--- src/rtl/spi_disp_pkg.sv ---
package spi_disp_pkg;
  typedef enum logic {
    XFER_BYTE = 1'b0,
    XFER_WORD = 1'b1
  } xfer_mode_e;
endpackage

--- src/rtl/spi_disp_ctl.sv ---
module spi_disp_ctl
  import spi_disp_pkg::*;
#(
  parameter int DATA_W  = 16,
  parameter int SEL_BIT = 8,
  parameter int CMD_BIT = 9
) (
  input  logic              clk,
  input  logic              rst_n,
  input  logic              wr8,
  input  logic              wr16,
  input  logic [DATA_W-1:0] wdata,
  output logic              start,
  output xfer_mode_e        mode,
  output logic              cs_n,
  output logic              cmd_n
);
  // a byte write with the select bit set only releases chip select
  assign start = wr16 | (wr8 & ~wdata[SEL_BIT]);
  assign mode  = wr16 ? XFER_WORD : XFER_BYTE;

  always_ff @(posedge clk) begin
    if (!rst_n) begin
      cs_n  <= 1'b1;
      cmd_n <= 1'b0;
    end else if (wr16) begin
      cs_n  <= 1'b0;
      cmd_n <= 1'b1;
    end else if (wr8) begin
      cs_n  <= wdata[SEL_BIT];
      cmd_n <= wdata[CMD_BIT];
    end
  end
endmodule

--- src/rtl/spi_disp_seq.sv ---
module spi_disp_seq
  import spi_disp_pkg::*;
#(
  parameter int BYTE_W = 8,
  parameter int WORD_W = 16
) (
  input  logic       clk,
  input  logic       rst_n,
  input  logic       start,
  input  xfer_mode_e mode_in,
  output xfer_mode_e mode_q,
  output logic       busy,
  output logic       sclk
);
  localparam int END_BYTE = 2 * BYTE_W;
  localparam int END_WORD = 2 * WORD_W;
  localparam int CNT_W    = $clog2(END_WORD + 1);

  logic [CNT_W-1:0] cnt;
  logic [CNT_W-1:0] last;

  assign last = (mode_q == XFER_WORD) ? CNT_W'(END_WORD) : CNT_W'(END_BYTE);

  always_ff @(posedge clk) begin
    if (!rst_n) begin
      cnt    <= '0;
      mode_q <= XFER_BYTE;
    end else if (start) begin
      cnt    <= CNT_W'(1);
      mode_q <= mode_in;
    end else if (cnt == last) begin
      cnt <= '0;
    end else if (cnt != '0) begin
      cnt <= cnt + CNT_W'(1);
    end
  end

  assign busy = (cnt != '0);
  // odd count = low phase, even count = high phase
  assign sclk = busy & ~cnt[0];
endmodule

--- src/rtl/spi_disp_shift.sv ---
module spi_disp_shift
  import spi_disp_pkg::*;
#(
  parameter int BYTE_W = 8,
  parameter int WORD_W = 16
) (
  input  logic              clk,
  input  logic              rst_n,
  input  logic              load,
  input  logic [WORD_W-1:0] load_data,
  input  logic              shift_en,
  input  xfer_mode_e        mode_q,
  output logic              mosi
);
  logic [WORD_W-1:0] sh;

  always_ff @(posedge clk) begin
    if (!rst_n)         sh <= '0;
    else if (load)      sh <= load_data;
    else if (shift_en)  sh <= {sh[WORD_W-2:0], 1'b0};
  end

  generate
    if (BYTE_W == WORD_W) begin : g_same_tap
      assign mosi = sh[WORD_W-1];
    end else begin : g_two_taps
      assign mosi = (mode_q == XFER_WORD) ? sh[WORD_W-1] : sh[BYTE_W-1];
    end
  endgenerate
endmodule

--- src/rtl/spi_disp_ser.sv ---
module spi_disp_ser
  import spi_disp_pkg::*;
#(
  parameter int DATA_W  = 16,
  parameter int BYTE_W  = 8,
  parameter int SEL_BIT = 8,
  parameter int CMD_BIT = 9
) (
  input  logic              clk,
  input  logic              rst_n,
  input  logic              wr8,
  input  logic              wr16,
  input  logic [DATA_W-1:0] wdata,
  output logic [DATA_W-1:0] rdata,
  output logic              cmd_n,
  output logic              spi_cs_n,
  output logic              spi_mosi,
  output logic              spi_sclk
);
  logic       start;
  logic       busy;
  xfer_mode_e mode_req;
  xfer_mode_e mode_q;

  spi_disp_ctl #(.DATA_W(DATA_W), .SEL_BIT(SEL_BIT), .CMD_BIT(CMD_BIT)) u_ctl (
    .clk(clk), .rst_n(rst_n), .wr8(wr8), .wr16(wr16), .wdata(wdata),
    .start(start), .mode(mode_req), .cs_n(spi_cs_n), .cmd_n(cmd_n)
  );

  spi_disp_seq #(.BYTE_W(BYTE_W), .WORD_W(DATA_W)) u_seq (
    .clk(clk), .rst_n(rst_n), .start(start), .mode_in(mode_req),
    .mode_q(mode_q), .busy(busy), .sclk(spi_sclk)
  );

  spi_disp_shift #(.BYTE_W(BYTE_W), .WORD_W(DATA_W)) u_shift (
    .clk(clk), .rst_n(rst_n), .load(start), .load_data(wdata),
    .shift_en(spi_sclk), .mode_q(mode_q), .mosi(spi_mosi)
  );

  assign rdata = {busy, {(DATA_W-1){1'b0}}};
endmodule

--- config.mk ---
export PLATFORM = sky130hd
export DESIGN_NAME = spi_disp_ser
export DESIGN_NICKNAME = d
export VERILOG_FILES = /design/src/rtl/spi_disp_pkg.sv /design/src/rtl/spi_disp_ctl.sv /design/src/rtl/spi_disp_seq.sv /design/src/rtl/spi_disp_shift.sv /design/src/rtl/spi_disp_ser.sv
export SDC_FILE = /design/constraint.sdc
export NUM_CORES = 1
export LEC_CHECK = 0
export ABC_AREA = 1
export BUFFER_PORTS_ARGS = -buffer_cell sky130_fd_sc_hd__buf_4
export CAP_MARGIN = 30
export CELL_PAD_IN_SITES_DETAIL_PLACEMENT = 2
export CELL_PAD_IN_SITES_GLOBAL_PLACEMENT = 2
export CORE_UTILIZATION = 25
export CTS_CLUSTER_SIZE = 10
export DETAILED_ROUTE_END_ITERATION = 16
export GPL_ROUTABILITY_DRIVEN = 0
export PLACE_DENSITY_LB_ADDON = 0.15
export SLEW_MARGIN = 10
export SYNTH_ARGS = -nofsm -noshare
export SYNTH_HDL_FRONTEND = slang
export SYNTH_SLANG_ARGS = --single-unit
--- constraint.sdc ---
create_clock -name clk -period 2.15 [get_ports clk]
set_input_delay 0.1075 -clock clk [delete_from_list [all_inputs] [get_ports clk]]
set_output_delay 0.1075 -clock clk [all_outputs]
set_load 0.05 [all_outputs]
==> results.cfg, run 1 <==
[outcome]
status = completed

[route]
vias = 1352
viasPerCell = 4.26
firstDrtPassIters = 2
post_drt_wl_per_cell_um = 12.0
drcViolationCount = 0
drtIter0Drc = 23
wirelength_um = 3790
ant_nets = 0

[place]
pre_cts_ws_ns = 0.559
detailed_place_hpwl_um = 2770
port-buffer-count = 24

[floorplanning]
rows = 27
core_region_area_mm2 = 0.00564
ios = 40
die_x_um = 79.4
chipHeight_um = 79.4
die_area_mm2 = 0.00630
initial_core_util = 0.265

[synth]
synth_cells = 226
synth_top_area_share = 0.334
synth-seq-cells = 25
syn-cell-area_mm2 = 0.00150
yosysTopAreaCell = dfxtp_1
ys_types = 24
yosysSeqAreaShare = 0.334
ys_warn_count = 0
postSynthAreaPerCell_um2 = 6.63
synth_area_leaders = dfxtp_1, nand2_1, buf_4

[worst_setup_path]
cp_cell_sequence = inv_1 -> ha_1 -> nand3_4 -> nand2_8 -> inv_1 -> buf_4
slowest_stage = dfxtp_1
cp.arrival_ns = 1.53
cp-end-kind = primary output
crit_path_frequent_cell = inv_1
critPathKind = register to primary output
required_ns = 2.04
cp-start-kind = register
worst-path-buf-inv = 3
cp_max_fo = 9
cpLargestDelayFamily = buffers and inverters
max_stage_delay_ns = 0.34

[sta]
finalWorstSetupSlack_ns = 0.513
fin_worst_skew_ns = 0.00200
setup_tns_ns = 0
timing.fmax_mhz = 611
grt_setup_unrepaired = no
post-route-period-util = 0.762
drv_slew = 0
period_minus_slack_ns = 1.64
hold_violations = 0
finalSetupViolations = 0

[clock_network]
clk_pin_slew_worst_paths_ns = 0.09
ctsRootBufferMaster = clkbuf_8
clock_sinks = 25
cts_tree = done
postCtsHoldBufs = 0
cts_buffers = 3
worstSkewPairLatency_ns = 0.27
cts_setup_buffers = 0
htree_levels = 1
cts_resized = 0
clock_path_buffers = 2

[power_and_ir_drop]
worst_ir_drop_vdd_uv = 234
p_leak_uw = 0.000877
power_density_mw_per_mm2 = 656

[grt]
grt_pass1_vias = 1369
antenna_found_initial = 0
grt_pass1_wl_um = 6550
grt_max_degree = 26
grt_overflow_total = 0
grt_usage = 0.133

[layout]
nFillCells = 729
drive_gt1_frac = 0.151
synthToLayoutAreaGrowth_pct = 13.2
antenna_cells = 0
layout.area.seq_um2 = 500
fin_nets = 268
multi_input_area_um2 = 783
final_core_util = 0.301

[min_path]
min_path_type = input pin to register

[run]
max_cap_violations = 0
synthesized netlist by cell type:
master,number
buf_2,4
o21bai_1,1
nand2_2,1
nor2_1,36
dfxtp_1,25
conb_1,1
nand2_4,2
inv_4,1
nand3_1,22
nor2_4,1
nand4_1,1
inv_1,21
inv_2,1
nor2_2,1
a21oi_1,9
o21ai_0,5
buf_4,18
nand2_8,1
xor2_1,3
nand3_4,1
nand2_1,64
buf_6,2
ha_1,2
nand3b_1,3
kinds of logic (layout without fill, tap and decap cells):
kind of cell	after synthesis	in the layout	synth area share
fa+ha+maj	2	2	0.0167
other cells	1	15	0.00250
buf+inv	47	52	0.178
xor+xnor	3	3	0.0175
flops	25	25	0.334
simple gates	133	133	0.399
compound gates	15	15	0.0518
layout make-up:
cell class                 instances  area share
inverter                          23      0.0524
sequential                        25       0.295
timing repair buffer              25       0.111
tap                               72      0.0531
clock buffer                       4      0.0266
multi-input combinational        168       0.462
cells in the final DEF (no fill, tap or decap):
cell type	instances
a21oi_1	9
buf_4	25
clkbuf_1	1
clkbuf_8	3
conb_1	15
dfxtp_1	25
ha_1	2
inv_1	21
inv_2	1
inv_4	1
nand2_1	64
nand2_2	1
nand2_4	2
nand2_8	1
nand3_1	22
nand3_4	1
nand3b_1	3
nand4_1	1
nor2_1	36
nor2_2	1
nor2_4	1
o21ai_0	5
o21bai_1	1
xor2_1	3
registers in the layout, summed over array words and instances, names as in the netlist:
name and count:
u_shift.sh 16, u_seq.mode_q 1, u_ctl.cmd_n 1, u_ctl.cs_n 1, u_seq.cnt 6
worst min-delay path, cell delays in order:
cell	delay, ns
buf_4	0.11
nand2_1	0.06
a21oi_1	0.06
report_power, final:
group / internal [uW] / switching, uW
Clock: 133 / 152
Sequential: 498 / 19.8
Combinational: 93.3 / 217
layer usage:
metal,GRT usage,share of wire,up-vias
met3,0.0240,0.029,2
met4,0.0273,0.0061,0
li1,-,-,700
met5,0,0,-
met1,0.179,0.50,626
met2,0.220,0.46,24
per-stage QoR:
step	cell area [um2]	hold slack (ns)	total power (uW)	cells
after detailed placement	1650	0.391	846	313
after global routing	1700	0.0975	1200	317
final	1700	0.111	1110	317
after CTS	1700	0.104	1150	317
after global placement	1650	0.382	842	313
after floorplan	1550	0.253	791	240
path summary, 6_finish.rpt:
kind / start / slack, ns / to / cells past startpoint
min: wdata[0] / 0.11 / u_shift.sh[0] / 3
max: u_seq.cnt[0] / 0.51 / spi_sclk / 6
max reg2reg: u_seq.cnt[0] / 0.58 / u_shift.sh[12] / 8
min reg2reg: u_shift.sh[6] / 0.50 / u_shift.sh[6] / 2
Power figures use the tool's default switching activity.
==> run 2: changes to the inputs <==
==> constraint.sdc (replaced) <==
create_clock -name clk -period 1.7 [get_ports clk]
set_input_delay 0.085 -clock clk [delete_from_list [all_inputs] [get_ports clk]]
set_output_delay 0.085 -clock clk [all_outputs]
set_load 0.05 [all_outputs]
==> results.cfg, run 2 (synthesis gave the netlist of run 1 again) <==
[outcome]
status = completed

[power_and_ir_drop]
p_leak_uw = 0.000898
worst_ir_drop_vdd_uv = 295
power_density_mw_per_mm2 = 830

[clock_network]
worstSkewPairLatency_ns = 0.28
ctsRootBufferMaster = clkbuf_8
cts_resized = 0
htree_levels = 1
clock_sinks = 25
cts_tree = done
cts_buffers = 3
postCtsHoldBufs = 0
clock_path_buffers = 2
cts_setup_buffers = 0
clk_pin_slew_worst_paths_ns = 0.10

[place]
pre_cts_ws_ns = 0.193
port-buffer-count = 24
detailed_place_hpwl_um = 2920
placed_cells = 317

[sta]
timing.fmax_mhz = 643
finalSetupViolations = 0
fin_worst_skew_ns = 0.00871
setup_tns_ns = 0
drv_slew = 0
period_minus_slack_ns = 1.56
hold_violations = 0
finalWorstSetupSlack_ns = 0.145
grt_setup_unrepaired = no
post-route-period-util = 0.915

[grt]
grtUsageMet3 = 0.0309
busiest_layer = met2
antenna_found_initial = 0
grtUsageMet1 = 0.168
grt_pass1_vias = 1436
grt_pass1_wl_um = 6600
grt_max_degree = 26
grt_usage = 0.136
grt_overflow_total = 0
use_met2 = 0.241

[route]
post_drt_wl_per_cell_um = 12.2
drtIter0Drc = 38
drcViolationCount = 0
ant_nets = 0
viasPerCell = 4.26
wirelength_um = 3910
firstDrtPassIters = 4
vias = 1368

[worst_setup_path]
critPathLaunch = u_seq.cnt[0]
cp.arrival_ns = 1.47
crit_end = spi_sclk
r2r_start = u_seq.cnt[0]
cp-end-kind = primary output
cp_max_fo = 9
rr_endpoint = u_shift.sh[12]
critPathKind = register to primary output
required_ns = 1.62
r2r_cells = 8
r2r_setup_slack_ns = 0.21
cp-start-kind = register

[floorplanning]
chipHeight_um = 79.4
initial_core_util = 0.265
ios = 40
die_area_mm2 = 0.00630
die_x_um = 79.4
core_region_area_mm2 = 0.00564
rows = 27

[layout]
top_regs = u_shift.sh: 16 flops, u_seq.cnt: 6 flops
nFillCells = 737
drive_gt1_frac = 0.169
final_cells = 321
synthToLayoutAreaGrowth_pct = 15.3
fin_nets = 272
max_flop_register = u_shift.sh
layout_commonest_cell = nand2_1
largest_reg_flops = 16
antenna_cells = 0
mostFrequentLayoutCells = nand2_1, nor2_1, buf_4, dfxtp_1, nand3_1

[min_path]
min_path_type = input pin to register

[run]
max_cap_violations = 0
-- run 2: worst min path at each step --
stage,startpoint,end,slack (ns),cells after the start
after CTS,wdata[0],u_shift.sh[0],0.06,3
after floorplan,wdata[0],u_shift.sh[0],0.23,2
after global placement,wdata[0],u_shift.sh[0],0.37,3
after global routing,wdata[0],u_shift.sh[0],0.07,3
final,wdata[0],u_shift.sh[0],0.06,3
after detailed placement,wdata[0],u_shift.sh[0],0.37,3
-- run 2: routing by layer --
layer	part of all wire	vias up
li1	-	707
met5	0	-
met4	0.0046	0
met1	0.48	634
met2	0.48	25
met3	0.034	2
-- run 2: through the flow --
| stage | util | power [uW] | hold slack [ns] | instance area (um2) |
|---|---|---|---|---|
| 2_1_floorplan | - | 1000 | 0.231 | 1550 |
| 3_3_place_gp | 0.298 | 1080 | 0.370 | 1680 |
| 3_5_place_dp | 0.298 | 1080 | 0.369 | 1680 |
| 4_1_cts | 0.306 | 1460 | 0.0593 | 1730 |
| 5_1_grt | 0.306 | 1530 | 0.0660 | 1730 |
| 6_report | 0.306 | 1430 | 0.0624 | 1730 |
-- run 2: area by class of cell --
type / count / area (um2) / area share
multi-input combinational: 168 / 783 / 0.454
sequential: 25 / 500 / 0.290
timing repair buffer: 29 / 218 / 0.126
tap: 72 / 90.1 / 0.0522
inverter: 23 / 88.8 / 0.0514
clock buffer: 3 / 41.3 / 0.0239
clock inverter: 1 / 5.00 / 0.00290
-- run 2: power breakdown --
part	internal (uW)	switching [uW]	total [uW]	leakage (uW)
clock network	165	208	373	0.0000255
logic	127	278	405	0.000666
registers	630	24.9	655	0.000207
total	921	511	1430	0.000898
-- run 2: worst max-delay path: stages, from the launching register on --
cell and delay (ns):
dfxtp_1 0.39, inv_1 0.07, ha_1 0.24, nand3_4 0.15, nand2_8 0.09, inv_1 0.06, buf_4 0.19
